==> src/rtl/rfsh_pkg.sv <==
package rfsh_pkg;
  typedef enum logic [1:0] {
    ST_IDLE = 2'd0,
    ST_ARM  = 2'd1,
    ST_RUN  = 2'd2,
    ST_DONE = 2'd3
  } rfsh_state_e;

  // Minimum number of clocks a refresh strobe is held low
  localparam int RAS_MIN_CLKS = 2;
endpackage

==> src/rtl/rfsh_timer.sv <==
module rfsh_timer #(
  parameter int PER_W    = 4,
  parameter int TICK_DIV = 8
) (
  input  logic             clk,
  input  logic             rst_n,
  input  logic [PER_W-1:0] per_sel,
  input  logic             tmr_off,
  output logic             tick
);
  localparam int LIM_MAX = (1 << PER_W) * TICK_DIV;
  localparam int CNT_W   = $clog2(LIM_MAX + 1);

  logic [CNT_W-1:0] cnt_q;
  logic [CNT_W-1:0] cnt_d;
  logic [CNT_W-1:0] limit;

  assign limit = CNT_W'((int'(per_sel) + 1) * TICK_DIV - 1);
  assign tick  = !tmr_off && (cnt_q >= limit);

  always_comb begin
    if (tmr_off || tick) cnt_d = '0;
    else                 cnt_d = cnt_q + 1'b1;
  end

  always_ff @(posedge clk or negedge rst_n) begin
    if (!rst_n) cnt_q <= '0;
    else        cnt_q <= cnt_d;
  end

  // Two requests are never one clock apart (period is at least TICK_DIV)
  p_tick_spaced_r1: assert property (@(posedge clk) disable iff (!rst_n)
    tick |=> !tick);
endmodule

==> src/rtl/rfsh_arbiter.sv <==
module rfsh_arbiter
  import rfsh_pkg::*;
#(
  parameter int PRE_GAP = 0
) (
  input  logic        clk,
  input  logic        rst_n,
  input  logic        tick,
  input  logic        int_off,
  input  logic        ext_req,
  input  logic        acc_active,
  input  logic        seq_last,
  output rfsh_state_e state,
  output logic        start,
  output logic        busy,
  output logic        hold
);
  localparam int GAP_W = $clog2(PRE_GAP + 2);

  rfsh_state_e      state_q, state_d;
  logic             ipend_q, ipend_d;
  logic             epend_q, epend_d;
  logic [GAP_W-1:0] gap_q, gap_d;
  logic             gap_ok;

  assign gap_ok = (gap_q == GAP_W'(PRE_GAP));
  assign start  = (state_q == ST_IDLE) && (ipend_q || epend_q) && !acc_active && gap_ok;

  always_comb begin
    state_d = state_q;
    case (state_q)
      ST_IDLE: if (start)    state_d = ST_ARM;
      ST_ARM:                state_d = ST_RUN;
      ST_RUN:  if (seq_last) state_d = ST_DONE;
      ST_DONE:               state_d = ST_IDLE;
      default:               state_d = ST_IDLE;
    endcase
  end

  always_comb begin
    ipend_d = !int_off && ((ipend_q && !start) || tick);
    epend_d = (epend_q && !start) || ext_req;
    if (acc_active || (state_q == ST_RUN)) gap_d = '0;
    else if (gap_ok)                       gap_d = gap_q;
    else                                   gap_d = gap_q + 1'b1;
  end

  always_ff @(posedge clk or negedge rst_n) begin
    if (!rst_n) begin
      state_q <= ST_IDLE;
      ipend_q <= 1'b0;
      epend_q <= 1'b0;
      gap_q   <= GAP_W'(PRE_GAP);
    end else begin
      state_q <= state_d;
      ipend_q <= ipend_d;
      epend_q <= epend_d;
      gap_q   <= gap_d;
    end
  end

  assign state = state_q;
  assign busy  = (state_q != ST_IDLE);
  assign hold  = ipend_q || epend_q || busy;

  p_no_start_on_access_r3: assert property (@(posedge clk) disable iff (!rst_n)
    $rose(busy) |-> !$past(acc_active));

  p_off_drops_request_r4: assert property (@(posedge clk) disable iff (!rst_n)
    int_off |=> !ipend_q);

  p_lead_one_clock_r5: assert property (@(posedge clk) disable iff (!rst_n)
    (state_q == ST_ARM) |=> (state_q == ST_RUN));
endmodule

==> src/rtl/ras_seq.sv <==
module ras_seq
  import rfsh_pkg::*;
#(
  parameter int N_RAS = 4,
  parameter int LEN_W = 2
) (
  input  logic             clk,
  input  logic             rst_n,
  input  logic             load,
  input  logic             run,
  input  logic             stretch,
  input  logic [LEN_W-1:0] len_cfg,
  input  logic             stag_cfg,
  output logic             last,
  output logic [N_RAS-1:0] ras_n
);
  localparam int MAX_SPAN = (1 << LEN_W) - 1 + RAS_MIN_CLKS + N_RAS - 1;
  localparam int STEP_W   = $clog2(MAX_SPAN + 1);

  logic [LEN_W-1:0]  len_q;
  logic              stag_q;
  logic [STEP_W-1:0] step_q, step_d;
  logic [STEP_W-1:0] low_len;
  logic [STEP_W-1:0] span;

  assign low_len = STEP_W'(len_q) + STEP_W'(RAS_MIN_CLKS);
  assign span    = low_len + (stag_q ? STEP_W'(N_RAS - 1) : '0);
  assign last    = run && !stretch && (step_q == span - 1'b1);

  always_comb begin
    if (!run)         step_d = '0;
    else if (stretch) step_d = step_q;
    else              step_d = step_q + 1'b1;
  end

  always_ff @(posedge clk or negedge rst_n) begin
    if (!rst_n) begin
      len_q  <= '0;
      stag_q <= 1'b0;
      step_q <= '0;
    end else begin
      if (load) begin
        len_q  <= len_cfg;
        stag_q <= stag_cfg;
      end
      step_q <= step_d;
    end
  end

  for (genvar i = 0; i < N_RAS; i++) begin : g_ras
    if (i == 0) begin : g_first
      assign ras_n[i] = !(run && (step_q < low_len));
    end else begin : g_rest
      logic [STEP_W-1:0] rel;
      logic              low_now;
      assign rel     = step_q - STEP_W'(i);
      assign low_now = stag_q ? ((step_q >= STEP_W'(i)) && (rel < low_len))
                              : (step_q < low_len);
      assign ras_n[i] = !(run && low_now);

      p_stagger_order_r10: assert property (@(posedge clk) disable iff (!rst_n)
        (stag_q && $fell(ras_n[i])) |-> !$past(ras_n[i-1]));
    end
  end

  p_lockstep_r9: assert property (@(posedge clk) disable iff (!rst_n)
    !stag_q |-> ((ras_n == '0) || (ras_n == '1)));

  p_stretch_holds_r7: assert property (@(posedge clk) disable iff (!rst_n)
    (run && stretch) |=> $stable(ras_n));
endmodule

==> src/rtl/row_ctr.sv <==
module row_ctr #(
  parameter int ROW_W = 10
) (
  input  logic             clk,
  input  logic             rst_n,
  input  logic             inc,
  output logic [ROW_W-1:0] row
);
  logic [ROW_W-1:0] row_q;
  logic [ROW_W-1:0] row_d;

  always_comb row_d = inc ? (row_q + 1'b1) : row_q;

  always_ff @(posedge clk or negedge rst_n) begin
    if (!rst_n) row_q <= '0;
    else        row_q <= row_d;
  end

  assign row = row_q;

  p_row_step_r8: assert property (@(posedge clk) disable iff (!rst_n)
    (row_q != $past(row_q)) |-> (row_q == $past(row_q) + 1'b1));
endmodule

==> src/rtl/dram_refresh_ctrl.sv <==
module dram_refresh_ctrl
  import rfsh_pkg::*;
#(
  parameter int PER_W    = 4,
  parameter int LEN_W    = 2,
  parameter int N_RAS    = 4,
  parameter int ROW_W    = 10,
  parameter int TICK_DIV = 8,
  parameter int PRE_GAP  = 0
) (
  input  logic             clk,
  input  logic             rst_n,
  input  logic [PER_W-1:0] cfg_period,
  input  logic [LEN_W-1:0] cfg_ras_len,
  input  logic             cfg_stagger,
  input  logic             refresh_disable,
  input  logic             ext_refresh_req,
  input  logic             stretch,
  input  logic             acc_active,
  output logic [N_RAS-1:0] ras_n,
  output logic             refresh_busy,
  output logic             refresh_hold,
  output logic [ROW_W-1:0] row_addr
);
  logic        rst_meta, rst_int;
  logic        tick, start, busy, hold, seq_last;
  rfsh_state_e state;

  // asynchronous assert, synchronous release
  always_ff @(posedge clk or negedge rst_n) begin
    if (!rst_n) begin
      rst_meta <= 1'b0;
      rst_int  <= 1'b0;
    end else begin
      rst_meta <= 1'b1;
      rst_int  <= rst_meta;
    end
  end

  rfsh_timer #(.PER_W(PER_W), .TICK_DIV(TICK_DIV)) u_timer (
    .clk     (clk),
    .rst_n   (rst_int),
    .per_sel (cfg_period),
    .tmr_off (refresh_disable),
    .tick    (tick)
  );

  rfsh_arbiter #(.PRE_GAP(PRE_GAP)) u_arb (
    .clk        (clk),
    .rst_n      (rst_int),
    .tick       (tick),
    .int_off    (refresh_disable),
    .ext_req    (ext_refresh_req),
    .acc_active (acc_active),
    .seq_last   (seq_last),
    .state      (state),
    .start      (start),
    .busy       (busy),
    .hold       (hold)
  );

  ras_seq #(.N_RAS(N_RAS), .LEN_W(LEN_W)) u_seq (
    .clk      (clk),
    .rst_n    (rst_int),
    .load     (start),
    .run      (state == ST_RUN),
    .stretch  (stretch),
    .len_cfg  (cfg_ras_len),
    .stag_cfg (cfg_stagger),
    .last     (seq_last),
    .ras_n    (ras_n)
  );

  row_ctr #(.ROW_W(ROW_W)) u_row (
    .clk   (clk),
    .rst_n (rst_int),
    .inc   (state == ST_DONE),
    .row   (row_addr)
  );

  assign refresh_busy = busy;
  assign refresh_hold = hold;

  p_busy_leads_ras_r5: assert property (@(posedge clk) disable iff (!rst_int)
    ((ras_n != '1) && ($past(ras_n) == '1)) |-> $past(refresh_busy));

  p_ras_needs_busy_r5: assert property (@(posedge clk) disable iff (!rst_int)
    (ras_n != '1) |-> refresh_busy);

  p_row_after_release_r8: assert property (@(posedge clk) disable iff (!rst_int)
    (row_addr != $past(row_addr)) |-> (($past(ras_n) == '1) && (ras_n == '1)));

  p_hold_covers_busy_r11: assert property (@(posedge clk) disable iff (!rst_int)
    $fell(refresh_hold) |-> $fell(refresh_busy) || !$past(refresh_busy));
endmodule

==> config.mk <==
export PLATFORM = sky130hd
export DESIGN_NAME = dram_refresh_ctrl
export DESIGN_NICKNAME = d
export VERILOG_FILES = /design/src/rtl/rfsh_pkg.sv /design/src/rtl/rfsh_timer.sv /design/src/rtl/rfsh_arbiter.sv /design/src/rtl/ras_seq.sv /design/src/rtl/row_ctr.sv /design/src/rtl/dram_refresh_ctrl.sv
export SDC_FILE = /design/constraint.sdc
export NUM_CORES = 1
export LEC_CHECK = 0
export BUFFER_PORTS_ARGS = -buffer_cell sky130_fd_sc_hd__buf_2
export CAP_MARGIN = 30
export CORE_MARGIN = 5
export CORE_UTILIZATION = 44
export CTS_CLUSTER_DIAMETER = 80
export CTS_CLUSTER_SIZE = 14
export DETAILED_ROUTE_END_ITERATION = 7
export SETUP_SLACK_MARGIN = 0.2
export SYNTH_ARGS = -nofsm -noshare
export SYNTH_HDL_FRONTEND = slang
export SYNTH_SLANG_ARGS = --single-unit
==> constraint.sdc <==
create_clock -name clk -period 2.2 [get_ports clk]
set_input_delay 0.22 -clock clk [delete_from_list [all_inputs] [get_ports clk]]
set_output_delay 0.22 -clock clk [all_outputs]
set_load 0.02 [all_outputs]
-- Word level (Yosys, flattened, before mapping)
Index checks and enable logic that the tools add are counted.
- output and inout port bits: 16
- flip-flop bits (word level): 32
- input port bits: 13
- mux-type cells: 12
- equal/unequal tests: 7
- order comparisons: 8
- $add $sub $neg: 12
- bitwise gates (word level): 1
- reductions and logical operators: 33
- operators by type and width (cell ; count):
    $logic_and A1 B1 Y1 ; 16
    $lt A4 B4 Y1 ; 4
    $add A10 B1 Y10 const B ; 1
    $add A8 B1 Y8 const B ; 1
    $ge A4 B2 Y1 const B ; 2
    $ge A8 B8 Y1 ; 1
    $logic_not A1 Y1 ; 8
    $mux W4 ; 2
    $mux W8 ; 1
    $pmux W2 S4 ; 1
    $sub A4 B1 Y4 const B ; 2
    $sub A4 B2 Y4 const B ; 2
    $sub A8 B2 Y8 const B ; 1
    $logic_or A1 B1 Y1 ; 6
    $mux W2 ; 3
    $add A4 B1 Y5 const B ; 1
    $mux W1 ; 5
    $add A4 B1 Y4 const B ; 1
    $add A4 B4 Y4 ; 1
    $eq A2 B2 Y1 const B ; 2
    $eq A4 B4 Y1 ; 1
    $ge A4 B1 Y1 const B ; 1
    $ne A2 B2 Y1 const B ; 2
    $add A2 B2 Y3 const B ; 1
    other kinds (7) ; 7

-- Logic depth before layout (Yosys ltp)
- depth in word-level cells: 8
- gate-level depth with buffers: 12

-- Hierarchy
Synthesis repeated with hierarchy kept, for this count alone.
- cells, all modules: 221
- area total of the unflattened synthesis: 2204.6 um^2
- by module, submodules not included (module ; sequential area each (um^2) ; instances ; cells an instance ; area an instance (um^2)):
    ras_seq ; 175.2 ; 1 ; 99 ; 897.1
    rfsh_timer ; 200.2 ; 1 ; 61 ; 584.3
    row_ctr ; 250.2 ; 1 ; 35 ; 434.2
    rfsh_arbiter ; 100.1 ; 1 ; 21 ; 219.0
    dram_refresh_ctrl ; 50.0 ; 1 ; 5 ; 70.1

-- Worst setup path after synthesis
Ideal clock, no wire load.
- kind: register -> register
- start: reg u_seq.stag_q
- end: reg u_arb.state_q[1], in the netlist u_arb.state[1]
- arrival time: 2.154 ns
- slack: -0.079 ns
- cell stages (with the launch flop): 11
- buffers on the path: 0
- library setup time: 0.125 ns
- clock period less this slack: 2.279 ns
- data required time: 2.075 ns
- path through: dfrtp_1 inv_1 ha_1 inv_1 ha_1 ha_1 or3b_1 nand3_1 nand3_1 a21oi_2 mux2_4
- cells in the longest elaborated chain, start to end: 7
- ends and longest elaborated chain (item ; RTL line ; RTL):
    start: declaration ; ras_seq.sv:21 ; logic stag_q;
    start signal: assignment ; ras_seq.sv:44 ; stag_q <= stag_cfg;
    $mux W2 ; ras_seq.sv:27 ; assign span = low_len + (stag_q ? STEP_W'(N_RAS - 1) : '0);
    $add A4 B4 Y4 ; ras_seq.sv:27 ;
    $sub A4 B1 Y4 ; ras_seq.sv:28 ; assign last = run && !stretch && (step_q == span - 1'b1);
    $eq A4 B4 Y1 ; ras_seq.sv:28 ;
    $logic_and A1 B1 Y1 ; ras_seq.sv:28 ;
    $ne A2 B2 Y1 (no source line) ; n/a ;
    $reduce_and A2 Y1 (no source line) ; n/a ;
    end signal: assignment ; rfsh_arbiter.sv:55 ; state_q <= state_d;
    end: declaration ; rfsh_arbiter.sv:20 ; rfsh_state_e state_q, state_d;
Every way passes these cells.
A chain may end at the register's enable or synchronous reset.

-- Final worst setup path
- start: reg u_seq.len_q[1]
- end: reg u_arb.state_q[1], in the netlist u_arb.state[1]
- cells in the longest elaborated chain, start to end: 7
- ends and longest elaborated chain (item ; RTL line ; RTL):
    start: declaration ; ras_seq.sv:20 ; logic [LEN_W-1:0] len_q;
    start signal: assignment ; ras_seq.sv:43 ; len_q <= len_cfg;
    $add A2 B2 Y3 ; ras_seq.sv:26 ; assign low_len = STEP_W'(len_q) + STEP_W'(RAS_MIN_CLKS);
    $add A4 B4 Y4 ; ras_seq.sv:27 ;
    $sub A4 B1 Y4 ; ras_seq.sv:28 ;
    $eq A4 B4 Y1 ; ras_seq.sv:28 ;
    $logic_and A1 B1 Y1 ; ras_seq.sv:28 ;
    $ne A2 B2 Y1 (no source line) ; n/a ;
    $reduce_and A2 Y1 (no source line) ; n/a ;
Every way passes these cells.

==> summary.md <==
| Metric | Value |
|---|---|
| Maxcap violations | 0 |
| Internal power | 1.99 mW |
| R2R Path Start | u_seq.len_q[1] |
| Sw Ratio | 39.2% |
| Max VDD drop | 0.608 mV |
| Vias | 1654 |
| DRC viols | 0 |
| Mapped Area | 2100 sq um |
| Clock network fraction of total power | 17.4% |
| Post-route ant nets | 0 |
| Cell area after layout | 2860 sq um |
| Core Rows | 25 |
| Max FO, Critical Path | 3 |
| Worst r2r dst | u_arb.state[1] |
| Clock tree from TritonCTS | yes |
| Die ar. | 6240 sq um |
| Clk_lat worst skew | 0.28 ns |
| Share of layout cells above drive strength 1 | 38.7% |
| Final WL | 4.51 mm |
| Fin nets | 315 |
| Grt total ovfl | 0 |
| Clock root buffer | clkbuf_8 |
| Period utilisation layout | 101% |
| Num CTS Buffers | 5 |
| Sw power | 1.28 mW |
| Commonest non-fill, non-tap cell in the layout | dfrtp_1 |
| Chip height | 79.0 microns |
| Initial DRT Pass Iterations | 4 |
| Register area share after synthesis | 37.0% |
| Vias per std cell | 5.12 |
| Hold Vio Cnt, Final | 0 |
| Port bufs | 28 |
| EDFF count, synth | 0 |
| Hold path startpoint | refresh_disable |
| Diode count | 0 |
| Final Skew | 0.00798 ns |
| Post-DP Area | 2440 sq um |
| Synth warn | 0 |
| Area grow syn2layout | 36.4% |
| Pin count of the biggest net entering global routing | 30 |
| H-tree depth | 2 |
| Initial core utilization | 45.0% |
| GPL Wtd Cong | 0.781 |
| Total Routing Usage GR | 15.0% |
| Synth Net Count | 258 |
| Initial DRC count | 48 |
| Worst setup SP type | flip-flop |
| First-pass GRT wire length | 7.40 mm |
| Fmax achieved | 449 MHz |
| WHS Path Cells | 2 |
| Logic gate share of total power | 57.6% |
| RSZ-0062 raised after global routing | true |
| Clock transition at path regs | 0.06 ns |
| Hpwl dp | 3.02 mm |
| Most frequent cells in the layout | dfrtp_1, buf_4, ha_1, buf_2, xnor2_1 |
| Worst Setup End Kind | flip-flop |
| Placed Cells | 309 |
| # IOs | 29 |
| Mean Syn Cell Area | 9.93 sq um |
| DR WL/cell | 13.9 microns |
| Final count of negative-setup-slack endpoints | 3 |
| Final cell count without fillers | 323 |
| Violated checks | setup timing |
| Fin worst setup slack | -0.0258 ns |
| Worst hold endpoint | u_arb.ipend_q |
| Leakage | 1.35 nW |
| Die Span X | 79.0 microns |
| PwrDens | 1150 nW/um^2 |
| Fin Hold WS | 0.126 ns |
| Synth Register Bits | 31 |
| WS Path Type | flip-flop to flip-flop |
| Post-Syn Instances | 211 |
| R2r setup slk | -0.03 ns |
| Fin crit period | 2.23 ns |
| CTS Sinks | 31 |
| Worst hold-check path type | input port to flip-flop |
| Initial antenna violation count | 0 |
| Outcome | complete, but fails checks |
| Cells on worst reg2reg path | 9 |
| Async SR Flop Fraction | 100% |
| Crit path DAT | 2.39 ns |
| Clock Path Buffers | 2 |
| Top FF cell, synth | dfrtp_1 |
| TNS Setup | -0.0528 ns |
| Vias in the first global route | 1663 |
| Pins over their slew limit | 0 |
| Distinct cells, synth | 36 |
| Req. time, crit path | 2.37 ns |
| Seq pwr share | 24.9% |
| Placeable Area | 4660 sq um |
through the flow:
stage	power [mW]	worst slack, ns	util [%]
3_3_place_gp	2.16	-0.145	52.4
5_1_grt	3.51	-0.112	61.3
6_report	3.27	-0.0258	61.3
3_5_place_dp	2.18	-0.188	52.4
4_1_cts	3.13	-0.0439	59.4
2_1_floorplan	1.75	-0.0272	-
flip-flops by register name, indices dropped and copies added (netlist names):
signal         flops
rst_int            1
rst_meta           1
u_arb.epend_q      1
u_arb.ipend_q      1
u_arb.state        2
u_row.row         10
u_seq.len_q        2
u_seq.stag_q       1
u_seq.step_q       4
u_timer.cnt_q      8
what timing repair did:
| item | in CTS | in global routing |
|---|---|---|
| endpoints found under the setup margin | 13 | 15 |
| gates resized for setup | 35 | 19 |
| pin swaps | 17 | 3 |
| endpoints found under the hold margin | 2 | 0 |
| setup buffers | 4 | 0 |
| hold buffers | 1 | 0 |
| cloned | 0 | 1 |
metal layers:
layer / GRT usage, % / vias up / part of all wire, %
met5: 0 / - / 0
met3: 3.85 / 8 / 4.3
li1: - / 826 / -
met4: 5.67 / 0 / 1.3
met1: 20.0 / 788 / 49
met2: 23.5 / 32 / 46
Yosys cell counts (2+ instances only):
master	instances	share of area, %
nand3_1	13	3.1
o21ai_0	5	1.2
a21oi_1	6	1.4
a211oi_1	5	1.8
buf_2	2	0.48
nor3_1	2	0.48
xor2_1	11	4.6
and3_1	3	0.90
nand4_1	2	0.60
buf_6	2	1.1
o21bai_1	5	1.8
and2_1	3	0.90
a21o_1	6	2.1
inv_1	18	3.2
xnor2_1	15	6.3
nor2b_1	3	0.90
dfrtp_1	31	37
nor2_1	17	3.0
ha_1	33	20
nand2_1	13	2.3
critical path, cell delays in order (launching register included):
cell	delay (ns)
dfrtp_2	0.46
ha_4	0.28
inv_2	0.04
ha_4	0.16
ha_4	0.15
or3b_4	0.38
nand3_2	0.09
nand3_2	0.07
a21oi_2	0.18
mux2_4	0.31
power by group through the flow:
stage	registers, mW	logic [mW]	clock network [mW]
final	0.816	1.89	0.571
after global routing	0.833	2.06	0.617
after CTS	0.806	1.73	0.594
after detailed placement	0.809	1.37	0
after global placement	0.803	1.36	0
after floorplan	0.887	0.861	0
worst max path at each step:
stage,start,to,slack (ns),depth (start not counted)
2_1_floorplan,u_seq.len_q[1],u_arb.state[1],-0.03,9
3_3_place_gp,cfg_period[0],u_timer.cnt_q[2],-0.14,12
3_5_place_dp,cfg_period[0],u_timer.cnt_q[7],-0.19,12
4_1_cts,u_seq.step_q[0],ras_n[1],-0.04,8
5_1_grt,u_seq.step_q[0],ras_n[1],-0.11,8
6_report,u_seq.len_q[1],u_arb.state[1],-0.03,9
kinds of logic (layout without fill, tap and decap cells):
kind of cell | count (synthesis) | count (layout) | synth area share (%)
AOI/OAI and AO/OA | 32 | 32 | 10.4
xor gates and xnor gates | 26 | 26 | 10.9
adders and majority gates | 34 | 34 | 20.7
buffers and inverters | 22 | 80 | 4.78
DFF | 31 | 31 | 37.0
muxes | 3 | 3 | 1.73
other | 1 | 1 | 0.179
and+or+nand+nor | 62 | 62 | 14.3
cell type report:
class,instances,area [sq um]
inverters,18,72.6
multi-input cells,158,1430
clock inverters,2,35.0
repair buffers,54,393
flip-flops and latches,31,779
well taps,54,67.6
clock buffers,6,82.6
fillers,371,1800
Note: power is estimated with default switching activity, not from simulation.
